## config.mk

```make
export PLATFORM = sky130hd
export DESIGN_NAME = serial_pin_master
export DESIGN_NICKNAME = d
export VERILOG_FILES = /design/src/rtl/spm_pkg.sv /design/src/rtl/spm_clkdiv.sv /design/src/rtl/spm_scan.sv /design/src/rtl/spm_irq.sv /design/src/rtl/serial_pin_master.sv
export SDC_FILE = /design/constraint.sdc
export NUM_CORES = 1
export LEC_CHECK = 0
export BUFFER_PORTS_ARGS = -buffer_cell sky130_fd_sc_hd__buf_2
export CAP_MARGIN = 0
export CORE_ASPECT_RATIO = 0.9
export CORE_MARGIN = 4
export CORE_UTILIZATION = 30
export CTS_CLUSTER_SIZE = 10
export DETAILED_ROUTE_END_ITERATION = 8
export MAX_ROUTING_LAYER = met4
export PLACE_DENSITY_LB_ADDON = 0.12
export SLEW_MARGIN = 40
export SYNTH_ARGS = -nofsm -noshare
export SYNTH_HDL_FRONTEND = slang
export SYNTH_HIERARCHICAL = 1
export SYNTH_SLANG_ARGS = --single-unit
```

## constraint.sdc

```tcl
create_clock -name clk -period 2.85 [get_ports clk]
set_input_delay 0.285 -clock clk [delete_from_list [all_inputs] [get_ports clk]]
set_output_delay 0.285 -clock clk [all_outputs]
set_load 0.05 [all_outputs]
```

## src/rtl/spm_pkg.sv

```systemverilog
package spm_pkg;

    typedef enum logic [2:0] {
        PH_IDLE  = 3'd0,
        PH_LOAD  = 3'd1,
        PH_LOW   = 3'd2,
        PH_HIGH  = 3'd3,
        PH_LATCH = 3'd4
    } phase_e;

    typedef enum logic [2:0] {
        SEL_OUT   = 3'd0,
        SEL_IN    = 3'd1,
        SEL_IEN   = 3'd2,
        SEL_MODE  = 3'd3,
        SEL_POL   = 3'd4,
        SEL_STAT  = 3'd5,
        SEL_KEEP  = 3'd6,
        SEL_CTRL  = 3'd7
    } regsel_e;

    typedef struct packed {
        logic load;
        logic sclk;
        logic latch;
        logic dout;
    } serial_s;

    localparam int REG_W = 32;

    // Interrupt condition of one pin for one completed scan.
    function automatic logic pin_hit(logic edge_mode, logic pol, logic prev, logic now);
        logic h;
        if (edge_mode)
            h = pol ? (!prev && now) : (prev && !now);
        else
            h = (now == pol);
        return h;
    endfunction

endpackage

```

## src/rtl/spm_clkdiv.sv

```systemverilog
module spm_clkdiv #(
    parameter int DIV_W = 8
) (
    input  logic             clk,
    input  logic             rst,
    input  logic [DIV_W-1:0] div,
    output logic             tick
);
    logic [DIV_W-1:0] cnt;

    assign tick = (cnt >= div);

    always_ff @(posedge clk) begin
        if (rst)
            cnt <= '0;
        else if (tick)
            cnt <= '0;
        else
            cnt <= cnt + 1'b1;
    end
endmodule

```

## src/rtl/spm_scan.sv

```systemverilog
module spm_scan
    import spm_pkg::*;
#(
    parameter int NPINS = 16
) (
    input  logic             clk,
    input  logic             rst,
    input  logic             tick,
    input  logic             run,
    input  logic [NPINS-1:0] out_img,
    input  logic             sdin,
    output serial_s          ser,
    output logic             scan_done,
    output logic [NPINS-1:0] rx_img
);
    localparam int CNT_W = $clog2(NPINS);
    localparam logic [CNT_W-1:0] LAST = CNT_W'(NPINS - 1);

    phase_e           ph;
    logic [NPINS-1:0] tx_sr;
    logic [NPINS-1:0] rx_sr;
    logic [CNT_W-1:0] bit_idx;

    always_ff @(posedge clk) begin
        if (rst) begin
            ph      <= PH_IDLE;
            tx_sr   <= '0;
            rx_sr   <= '0;
            bit_idx <= '0;
        end else if (tick) begin
            case (ph)
                PH_IDLE: if (run) ph <= PH_LOAD;
                PH_LOAD: begin
                    tx_sr   <= out_img;
                    bit_idx <= '0;
                    ph      <= PH_LOW;
                end
                PH_LOW: begin
                    rx_sr <= {sdin, rx_sr[NPINS-1:1]};
                    ph    <= PH_HIGH;
                end
                PH_HIGH: begin
                    tx_sr <= {tx_sr[NPINS-2:0], 1'b0};
                    if (bit_idx == LAST) begin
                        ph <= PH_LATCH;
                    end else begin
                        bit_idx <= bit_idx + 1'b1;
                        ph      <= PH_LOW;
                    end
                end
                PH_LATCH: ph <= PH_IDLE;
                default:  ph <= PH_IDLE;
            endcase
        end
    end

    assign ser.load   = (ph == PH_LOAD);
    assign ser.sclk   = (ph == PH_HIGH);
    assign ser.latch  = (ph == PH_LATCH);
    assign ser.dout   = tx_sr[NPINS-1];
    assign scan_done  = tick && (ph == PH_LATCH);
    assign rx_img     = rx_sr;
endmodule

```

## src/rtl/spm_irq.sv

```systemverilog
module spm_irq
    import spm_pkg::*;
#(
    parameter int NPINS = 16
) (
    input  logic             clk,
    input  logic             rst,
    input  logic             scan_done,
    input  logic [NPINS-1:0] rx_img,
    input  logic [NPINS-1:0] ien,
    input  logic [NPINS-1:0] mode,
    input  logic [NPINS-1:0] pol,
    input  logic [NPINS-1:0] clr_mask,
    output logic [NPINS-1:0] in_val,
    output logic [NPINS-1:0] stat,
    output logic             irq
);
    logic [NPINS-1:0] hit;

    for (genvar i = 0; i < NPINS; i++) begin : g_pin
        assign hit[i] = pin_hit(mode[i], pol[i], in_val[i], rx_img[i]);
    end

    always_ff @(posedge clk) begin
        if (rst) begin
            in_val <= '0;
            stat   <= '0;
        end else begin
            if (scan_done)
                in_val <= rx_img;
            // a new hit wins over a clear in the same cycle
            stat <= (stat & ~clr_mask) | (scan_done ? hit : '0);
        end
    end

    assign irq = |(stat & ien);
endmodule

```

## src/rtl/serial_pin_master.sv

```systemverilog
module serial_pin_master
    import spm_pkg::*;
#(
    parameter  int NPINS  = 16,
    parameter  int DIV_W  = 8,
    localparam int NBANK  = (NPINS + REG_W - 1) / REG_W,
    localparam int BANK_W = (NBANK > 1) ? $clog2(NBANK) : 1,
    localparam int ADDR_W = BANK_W + 3
) (
    input  logic              clk,
    input  logic              rst,
    input  logic              wdt_rst,
    input  logic              reg_we,
    input  logic [ADDR_W-1:0] reg_addr,
    input  logic [31:0]       reg_wdata,
    output logic [31:0]       reg_rdata,
    output logic              ser_clk,
    output logic              ser_load,
    output logic              ser_latch,
    output logic              ser_dout,
    input  logic              ser_din,
    output logic              irq
);
    localparam int PADW = NBANK * REG_W;

    logic [NPINS-1:0] out_val, ien, mode, pol, keep;
    logic [NPINS-1:0] in_val, stat_w, rx_img_w, clr_mask;
    logic             run;
    logic [DIV_W-1:0] div;
    logic             tick_w, scan_done_w;
    serial_s          ser_w;

    regsel_e          sel;
    logic [BANK_W-1:0] bank;
    logic             bank_ok;
    logic [PADW-1:0]  mask_pad, wdata_pad;
    logic [NPINS-1:0] wmask, wbits;

    assign sel     = regsel_e'(reg_addr[2:0]);
    assign bank    = reg_addr[ADDR_W-1:3];
    assign bank_ok = (int'(bank) < NBANK);

    always_comb begin
        mask_pad  = '0;
        wdata_pad = '0;
        for (int b = 0; b < NBANK; b++) begin
            wdata_pad[b*REG_W +: REG_W] = reg_wdata;
            if (bank_ok && int'(bank) == b)
                mask_pad[b*REG_W +: REG_W] = '1;
        end
    end

    assign wmask    = (reg_we && bank_ok) ? mask_pad[NPINS-1:0] : '0;
    assign wbits    = wdata_pad[NPINS-1:0] & wmask;
    assign clr_mask = (sel == SEL_STAT) ? wbits : '0;

    function automatic logic [NPINS-1:0] merge(logic [NPINS-1:0] cur,
                                               logic [NPINS-1:0] m,
                                               logic [NPINS-1:0] d);
        return (cur & ~m) | (d & m);
    endfunction

    always_ff @(posedge clk) begin
        if (rst) begin
            out_val <= '0;
            ien     <= '0;
            mode    <= '0;
            pol     <= '0;
            keep    <= '0;
            run     <= 1'b0;
            div     <= '0;
        end else begin
            if (wdt_rst)
                out_val <= out_val & keep;
            else if (sel == SEL_OUT)
                out_val <= merge(out_val, wmask, wbits);
            if (sel == SEL_IEN)  ien  <= merge(ien,  wmask, wbits);
            if (sel == SEL_MODE) mode <= merge(mode, wmask, wbits);
            if (sel == SEL_POL)  pol  <= merge(pol,  wmask, wbits);
            if (sel == SEL_KEEP) keep <= merge(keep, wmask, wbits);
            if (reg_we && sel == SEL_CTRL) begin
                run <= reg_wdata[0];
                div <= reg_wdata[DIV_W:1];
            end
        end
    end

    // read path
    function automatic logic [31:0] pick(logic [NPINS-1:0] v, logic [BANK_W-1:0] bk);
        logic [PADW-1:0] p;
        logic [31:0]     r;
        p = PADW'(v);
        r = '0;
        for (int b = 0; b < NBANK; b++)
            if (int'(bk) == b) r = p[b*REG_W +: REG_W];
        return r;
    endfunction

    always_comb begin
        case (sel)
            SEL_OUT:  reg_rdata = pick(out_val, bank);
            SEL_IN:   reg_rdata = pick(in_val, bank);
            SEL_IEN:  reg_rdata = pick(ien, bank);
            SEL_MODE: reg_rdata = pick(mode, bank);
            SEL_POL:  reg_rdata = pick(pol, bank);
            SEL_STAT: reg_rdata = pick(stat_w, bank);
            SEL_KEEP: reg_rdata = pick(keep, bank);
            default:  reg_rdata = 32'({div, run});
        endcase
    end

    spm_clkdiv #(.DIV_W(DIV_W)) u_div (
        .clk (clk),
        .rst (rst),
        .div (div),
        .tick(tick_w)
    );

    spm_scan #(.NPINS(NPINS)) u_scan (
        .clk      (clk),
        .rst      (rst),
        .tick     (tick_w),
        .run      (run),
        .out_img  (out_val),
        .sdin     (ser_din),
        .ser      (ser_w),
        .scan_done(scan_done_w),
        .rx_img   (rx_img_w)
    );

    spm_irq #(.NPINS(NPINS)) u_irq (
        .clk      (clk),
        .rst      (rst),
        .scan_done(scan_done_w),
        .rx_img   (rx_img_w),
        .ien      (ien),
        .mode     (mode),
        .pol      (pol),
        .clr_mask (clr_mask),
        .in_val   (in_val),
        .stat     (stat_w),
        .irq      (irq)
    );

    assign ser_clk   = ser_w.sclk;
    assign ser_load  = ser_w.load;
    assign ser_latch = ser_w.latch;
    assign ser_dout  = ser_w.dout;
endmodule

```

# Word-level counts from Yosys, hierarchy flattened

Index checks and enable logic that the tools add are counted.

Bitwise gates (word level): 19
Mux-type cells: 52
Reduce and logical (&&, ||, !) cells: 78
Equality and inequality tests: 30
Magnitude comparators: 2
Add/subtract/negate cells: 2

Operators by type and width:

| operator                                             | count |
|---|---|
| one-hot mux 32 bit (7 select lines)                  | 1 |
| two-way mux 16 bit                                   | 13 |
| AND 16 bit                                           | 10 |
| OR 16 bit                                            | 6 |
| logical AND 1 bit                                    | 36 |
| zero test 1 bit                                      | 32 |
| two-way mux 1 bit                                    | 32 |
| inverter 16 bit                                      | 2 |
| one-hot mux 16 bit (2 select lines)                  | 1 |
| equality test 1 bit                                  | 16 |
| OR reduction 16 bit                                  | 1 |
| equality test 3 bit (second input constant)          | 5 |
| equality test 3 x 2 -> 1 bit (second input constant) | 4 |
| one-hot mux 3 bit (4 select lines)                   | 1 |
| adder 8 x 1 -> 8 bit (second input constant)         | 1 |
| greater-or-equal comparator 8 bit                    | 1 |
| one-hot mux 4 bit (2 select lines)                   | 1 |
| equality test 3 x 1 -> 1 bit (second input constant) | 2 |
| zero test 3 bit                                      | 2 |
| two-way mux 3 bit                                    | 2 |
| AND reduction 2 bit                                  | 3 |
| adder 4 x 1 -> 4 bit (second input constant)         | 1 |
| equality test 4 bit (second input constant)          | 1 |
| two-way mux 4 bit                                    | 1 |
| 6 further kinds                                      | 8 |

Word-level logic and storage cells: 197
Output and inout bits: 37
Input bits: 41
Register bits: 168

# Longest topological paths before layout

Gate-level depths: netlist (run 1).

Word-level depth: 9
Mapped depth: 13

# Hierarchy

The synthesis (run 1) kept the hierarchy.

By module, submodules not included:

| module            | times used | area an instance (um^2) | cells each |
|---|---|---|---|
| serial_pin_master | 1          | 4,535.6                 | 567 |
| spm_scan          | 1          | 1,783.0                 | 194 |
| spm_irq           | 1          | 1,639.1                 | 164 |
| spm_clkdiv        | 1          | 529.3                   | 59 |

# Worst setup path after synthesis (run 1)

Ideal clock, no wire load.

Path type: flip-flop to flip-flop
Start point: reg u_scan.ph[0]
End point: reg u_irq.stat[9]
Arrival time: 2.601 ns
Required time: 2.793 ns
Setup time: 0.057 ns
Cell stages (with the launch flop): 10
Setup slack: 0.192 ns
Period minus slack after synthesis: 2.658 ns
Path through: dfxtp_1 buf_2 nor3b_1 and2_1 buf_4 nand2b_4 buf_6 buf_6 a211oi_2 a21o_1

Word-level cells in the longest chain between the ends: 4

Ends and longest elaborated chain:

| item                     | line                    | source |
|---|---|---|
| start: declaration       | spm_scan.sv:19          | `phase_e ph;` |
| start signal: assignment | spm_scan.sv:26          | `ph <= PH_IDLE;` |
| start signal: assignment | spm_scan.sv:32          | `PH_IDLE: if (run) ph <= PH_LOAD;` |
| start signal: assignment | spm_scan.sv:36          | `ph <= PH_LOW;` |
| equality test 3 bit      | n/a                     |  |
| named net ser_latch      | serial_pin_master.sv:19 | `output logic ser_latch,` |
| logical AND 1 bit        | spm_scan.sv:61          | `assign scan_done = tick && (ph == PH_LATCH);` |
| named net scan_done_w    | serial_pin_master.sv:30 | `logic tick_w, scan_done_w;` |
| two-way mux 16 bit       | spm_irq.sv:32           | `stat <= (stat & ~clr_mask) \| (scan_done ? hit : '0);` |
| OR 16 bit                | spm_irq.sv:32           |  |
| end signal: assignment   | spm_irq.sv:32           |  |
| end: declaration         | spm_irq.sv:15           | `output logic [NPINS-1:0] stat,` |

The timed path passes the listed nets, and every way through them passes these cells.
A chain may end at the register's enable or synchronous reset.

# Final worst setup path (run 1)

Start point: reg div[2]
End point: reg u_irq.stat[7]

Word-level cells in the longest chain between the ends: 4

Ends and longest elaborated chain:

| item                              | line                    | source |
|---|---|---|
| start: declaration                | serial_pin_master.sv:29 | `logic [DIV_W-1:0] div;` |
| start signal: assignment          | serial_pin_master.sv:83 | `div <= reg_wdata[DIV_W:1];` |
| greater-or-equal comparator 8 bit | spm_clkdiv.sv:11        | `assign tick = (cnt >= div);` |
| named net tick_w                  | serial_pin_master.sv:30 |  |
| logical AND 1 bit                 | spm_scan.sv:61          |  |
| named net scan_done_w             | serial_pin_master.sv:30 |  |
| two-way mux 16 bit                | spm_irq.sv:32           |  |
| OR 16 bit                         | spm_irq.sv:32           |  |

The timed path passes the listed nets, and every way through them passes these cells.

==> out/metrics.yaml, run 1 <==
synth:
  synthTopCellsByArea: "dfxtp_1 (40%), nand2_1 (8.8%), a21oi_1 (6.1%)"
  seq_area_frac_synth_pct: 39.6
  synth_cell_types: 69
  synth_top_area_share_pct: 39.6
  avgSynthCellArea_um2: 8.62
  synth-seq-cells: 168
  netlist_instances: 984
  synthArstFlopShare_pct: 0
  synth_edf_count: 0
  synth.cell_area_um2: 8490
  synthFlopType: "dfxtp_1"
  synth_largest_area_cell: "dfxtp_1"
  yosysWarningCount: 6
clocking:
  cts_sinks: 168
  cts_tree: "yes"
  htree_levels: 4
  clk_pin_slew_ns: 0.07
  clock-root-buffer: "clkbuf_16"
  clock_path_buffers: 2
  insertion_delay_ns: 0.44
  cts_buffers: 17
timing:
  max_freq_mhz: 379
  tightest_slew_ns: 0.706
  relSlewSlack_pct: 52.8
  finalHoldViolCount: 0
  setup_tns_ns: 0
  finalCriticalPeriod_ns: 2.64
  rsz0062_at_grt: "no"
  setup_viol: 0
  clock_skew_ns: 0.0106
  drv_slew: 0
  fin_crit_sh_pct: 92.5
power_and_ir_drop:
  p_leak_nw: 3.62
  irDropWorstVdd_uv: 372
  p_per_area_nw_per_um2: 533
die:
  ioPinCount: 78
  die_area_um2: 31000
  row_count: 58
  fp.dieH_um: 168
  die_w_um: 185
  initial_utilization_pct: 30.4
  coreArea_um2: 27900
cells_and_area:
  antenna_cells: 0
  syn_to_final_growth_pct: 13.9
  drive_above_1_share_pct: 17.2
  fin_util_pct: 34.6
  fin_nets: 1073
  final_area_um2: 9670
worst_setup_path:
  slowest_delay_ns: 0.37
  r2r_slack_ns: 0.21
  r2r_cells: 10
  timing.critical_path.fanout_max: 16
  endpoint_kind: "register"
  regToRegEndpoint: "u_irq/stat[7]"
  r2r-start: "div[2]"
  worstPathRequired_ns: 3.18
  worst_path_max_delay_cell: "dfxtp_1"
  crit_chain: "inv_1 -> ha_1 -> or3_1 -> a21oi_1 -> o31ai_2 -> and2_1 -> buf_12 -> nand2b_4 -> a211oi_1 -> a21o_1"
  crit_path_start_kind: "register"
  critical_path_class: "reg -> reg"
  arrival_ns: 2.97
hold_path:
  whs_path_depth: 3
  min-delay-start: "ser_din"
  hold-path-endpoint: "u_scan/rx_img[15]"
  hold_path_class: "in -> reg"
place:
  port_buffers: 45
  gp_congestion: 0.826
  hpwl_mm: 20.0
  placed_area_um2: 9100
grt:
  grt_usage_pct: 19.0
  grt_pass1_vias: 6714
  grt_pass1_wl_mm: 43.3
  antenna_found_initial: 0
  grt_start_max_net_pins: 78
  overflow: 0
job:
  drv_cap: 0
drt:
  wl_per_cell_um: 20.5
  drc: 0
  drtIter0Drc: 500
  vias: 7031
  vias_per_cell: 5.04
  drt_wl_total_mm: 28.6
  postRouteAntennaNets: 0
  drtPass1Iterations: 5
status:
  status: "completed"
## layer usage
layer  routed length, um  GRT usage (%)  part of all wire (%)
met5                   0              -                     0
met4                 274           3.83                  0.96
met3                1110           2.43                   3.9
met2               12900           28.2                    45
met1               14300           27.7                    50
## worst max-delay path by stage
stage / start / endpoint
CTS: div[4] / u_irq/stat[7]
global placement: div[4] / u_irq/stat[6]
finish: div[2] / u_irq/stat[7]
detailed placement: div[4] / u_irq/stat[7]
floorplan: u_scan/ph[0] / u_irq/stat[9]
global route: div[2] / u_irq/stat[2]
## where the power goes
| part | internal, mW | switching [mW] |
|---|---|---|
| clock | 1.24 | 1.07 |
| sequential | 2.37 | 0.0205 |
| combinational | 0.125 | 0.330 |
## Yosys cell counts (10+ instances only)
cell type  count
a211oi_1      10
a211oi_2      22
a21o_1        19
a21oi_1      104
a22oi_1       10
a32o_1        16
and2_1        17
buf_2         22
buf_4         23
clkbuf_1      29
dfxtp_1      168
ha_1          10
inv_1         14
mux2_2        23
mux2i_1       38
nand2_1      199
nand2b_1      25
nand3_1       12
nor2_1        69
xnor2_1       19
xor2_1        17
## kinds of logic after synthesis
kind of cell / after synthesis / synth area share, %
AO/OA/AOI/OAI: 242 / 20.9
XOR/XNOR: 36 / 3.72
adder cells (fa/ha/maj): 10 / 1.47
buffers and inverters: 99 / 6.63
flip-flops: 168 / 39.6
multiplexers: 62 / 7.80
other: 1 / 0.0442
AND/OR/NAND/NOR: 366 / 19.8
## area by class of cell
cell class / count / area [um^2]
flip-flops and latches: 168 / 3360
well taps: 360 / 450
clock buffers: 19 / 443
repair buffers: 88 / 613
multi-input cells: 732 / 4620
clock inverters: 13 / 121
fillers: 2924 / 18300
inverters: 15 / 56.3
## worst max-delay path: cells and delay by family (launching register included)
kind,cells,cell delay (ns)
AO/OA/AOI/OAI,4,0.78
AND/OR/NAND/NOR,3,0.86
flip-flops,1,0.37
buffers and inverters,2,0.23
adder cells (fa/ha/maj),1,0.27
## per-stage QoR
stage | hold slack [ns] | std cells | worst slack (ns) | power, mW
floorplan | 0.375 | 999 | 0.192 | 2.75
detailed placement | 0.455 | 1363 | 0.139 | 2.90
finish | 0.104 | 1395 | 0.213 | 5.15
CTS | 0.0994 | 1395 | 0.109 | 5.20
global placement | 0.448 | 1363 | 0.176 | 2.90
global route | 0.125 | 1395 | 0.110 | 5.33
## cell usage in the layout, fill, tap and decap left out, drive strengths merged, types with 4 or more instances in the layout
cell,count
a211oi,32
a21o,19
a21oi,105
a221oi,9
a22o,6
a22oi,10
a31oi,4
a32o,16
and2,17
and3,5
buf,88
clkbuf,19
clkinv,8
conb,16
dfxtp,168
ha,10
inv,17
mux2,23
mux2i,38
nand2,199
nand2b,26
nand3,12
nand3b,5
nand4,5
nor2,71
nor2b,6
o211a,8
o211ai,9
o21ai,4
o221ai,8
xnor2,19
xor2,17
## timing repair
action,CTS,global route
endpoints found under the setup margin,0,9
buffers inserted,0,0
resized for setup,0,1
hold buffers,0,0
Note: power is estimated with default switching activity, not from simulation.
==> run 2: changes to the inputs <==
- CORE_MARGIN: 4 -> 2
==> run 2 against run 1 <==
- clock power about the same
- die area is 4.5% lower
- critical endpoint is now u_irq/stat[6]
- sequential power barely moved
- highest routed layer unchanged
- setup slack improved by 0.029 ns
- final area barely moved
- sequential share of layout area barely moved
- sequential cell count stayed put
- first-iteration DRC count rose by 0.40%
- count of clock-buffer cells in the layout fell by 1
- utilization up 0.072 points
- hold slack better by 0.037 ns
- combinational power about the same
==> out/metrics.yaml, run 2 (synthesis results as in run 1) <==
status:
  status: "completed"
timing:
  finalCriticalPeriod_ns: 2.61
  drv_slew: 0
  setup_viol: 0
  setup_tns_ns: 0
  max_freq_mhz: 383
  tightest_slew_ns: 0.730
  finalHoldViolCount: 0
  clock_skew_ns: 0.0151
  rsz0062_at_grt: "no"
  fin_crit_sh_pct: 91.5
  relSlewSlack_pct: 51.1
grt:
  overflow: 0
  grt_pass1_wl_mm: 43.1
  grt_start_max_net_pins: 58
  antenna_found_initial: 0
  grt_usage_pct: 19.9
  grt_pass1_vias: 6747
clocking:
  clock-root-buffer: "clkbuf_16"
  cts_buffers: 17
  clk_pin_slew_ns: 0.08
  post_cts.repair.setup_buffers: 0
  ctsResizeCount: 0
  htree_levels: 4
  cts_tree: "yes"
  insertion_delay_ns: 0.43
  cts_sinks: 168
  cts_hold_buf: 0
  clock_path_buffers: 2
cells_and_area:
  final_area_um2: 9660
  final_cell_mix: "nand2_1 (199), dfxtp_1 (168), a21oi_1 (104)"
  drive_above_1_share_pct: 17.4
  fin_util_pct: 34.7
  final_common_cell: "nand2_1"
  fin_nets: 1074
  antenna_cells: 0
  syn_to_final_growth_pct: 13.9
  final_cell_count_no_fill: 1396
worst_setup_path:
  worstPathRequired_ns: 3.17
  critical_path_class: "reg -> reg"
  timing.critical_path.fanout_max: 16
  arrival_ns: 2.93
  endpoint_kind: "register"
  crit_path_start_kind: "register"
die:
  ioPinCount: 78
  die_area_um2: 29700
  die_w_um: 181
  coreArea_um2: 27900
  fp.dieH_um: 164
  initial_utilization_pct: 30.5
  row_count: 58
drt:
  drc: 0
  vias: 7169
  postRouteAntennaNets: 0
  wl_per_cell_um: 20.3
  vias_per_cell: 5.14
  drtPass1Iterations: 5
  drtIter0Drc: 502
  drt_wl_total_mm: 28.3
power_and_ir_drop:
  p_leak_nw: 3.62
  p_per_area_nw_per_um2: 534
  irDropWorstVdd_uv: 383
job:
  drv_cap: 0
place:
  placed_area_um2: 9090
  port_buffers: 45
  hpwl_mm: 20.0
  gp_congestion: 0.807
  dpl.cell_count: 1364
hold_path:
  hold_path_class: "in -> reg"
==> run 2: cell count changes in the layout (fill, tap and decap cells not counted), sizes merged <==
cell and delta:
buf +1, inv +2, clkinvlp +1, clkinv -2, clkbuf -1
==> run 2: per-layer routing <==
metal  track usage [%]  vias to the layer above  routed length, um
met1              28.8                     3497              14500
met5                 -                        -                  0
met3              3.14                       13               1360
met4              3.55                        0                195
li1                  -                     3485                  -
met2              29.6                      174              12300
==> run 2: power by group <==
group / total (mW) / internal (mW) / switching, mW
Clock: 2.32 / 1.25 / 1.07
Sequential: 2.39 / 2.37 / 0.0209
Combinational: 0.453 / 0.124 / 0.330
Total: 5.16 / 3.74 / 1.42
==> run 2: cell type report <==
class / instances / area, um^2
Multi-Input combinational cell: 732 / 4620
Tap cell: 360 / 450
Timing Repair Buffer: 89 / 596
Inverter: 15 / 56.3
Fill cell: 2961 / 18200
Clock inverter: 14 / 136
Sequential cell: 168 / 3360
Clock buffer: 18 / 439
==> run 2: final timing paths <==
kind / startpoint / end / slack (ns) / cells past startpoint
worst max-delay path: div[2] / u_irq/stat[6] / 0.24 / 10
worst min-delay path: reg_wdata[10] / register / 0.14 / 3
worst max register to register: div[2] / u_irq/stat[6] / 0.24 / 10
worst min register to register: u_scan/tx_sr[0] / u_scan/tx_sr[0] / 0.46 / 2
==> run 2: through the flow <==
step / setup WS (ns) / hold WS [ns] / power (mW)
after floorplan: 0.192 / 0.375 / 2.75
final: 0.242 / 0.142 / 5.16
after global placement: 0.341 / 0.452 / 2.90
after detailed placement: 0.280 / 0.457 / 2.90
after global routing: 0.0965 / 0.150 / 5.35
after CTS: 0.231 / 0.131 / 5.21
==> run 2: worst max-delay path: stages, from the launching register on <==
cell	delay, ns
dfxtp_1	0.37
inv_1	0.06
ha_1	0.28
or3_1	0.34
a21oi_1	0.28
o31ai_1	0.15
buf_4	0.21
and2_1	0.23
nand2b_4	0.31
a211oi_1	0.09
a21o_1	0.16
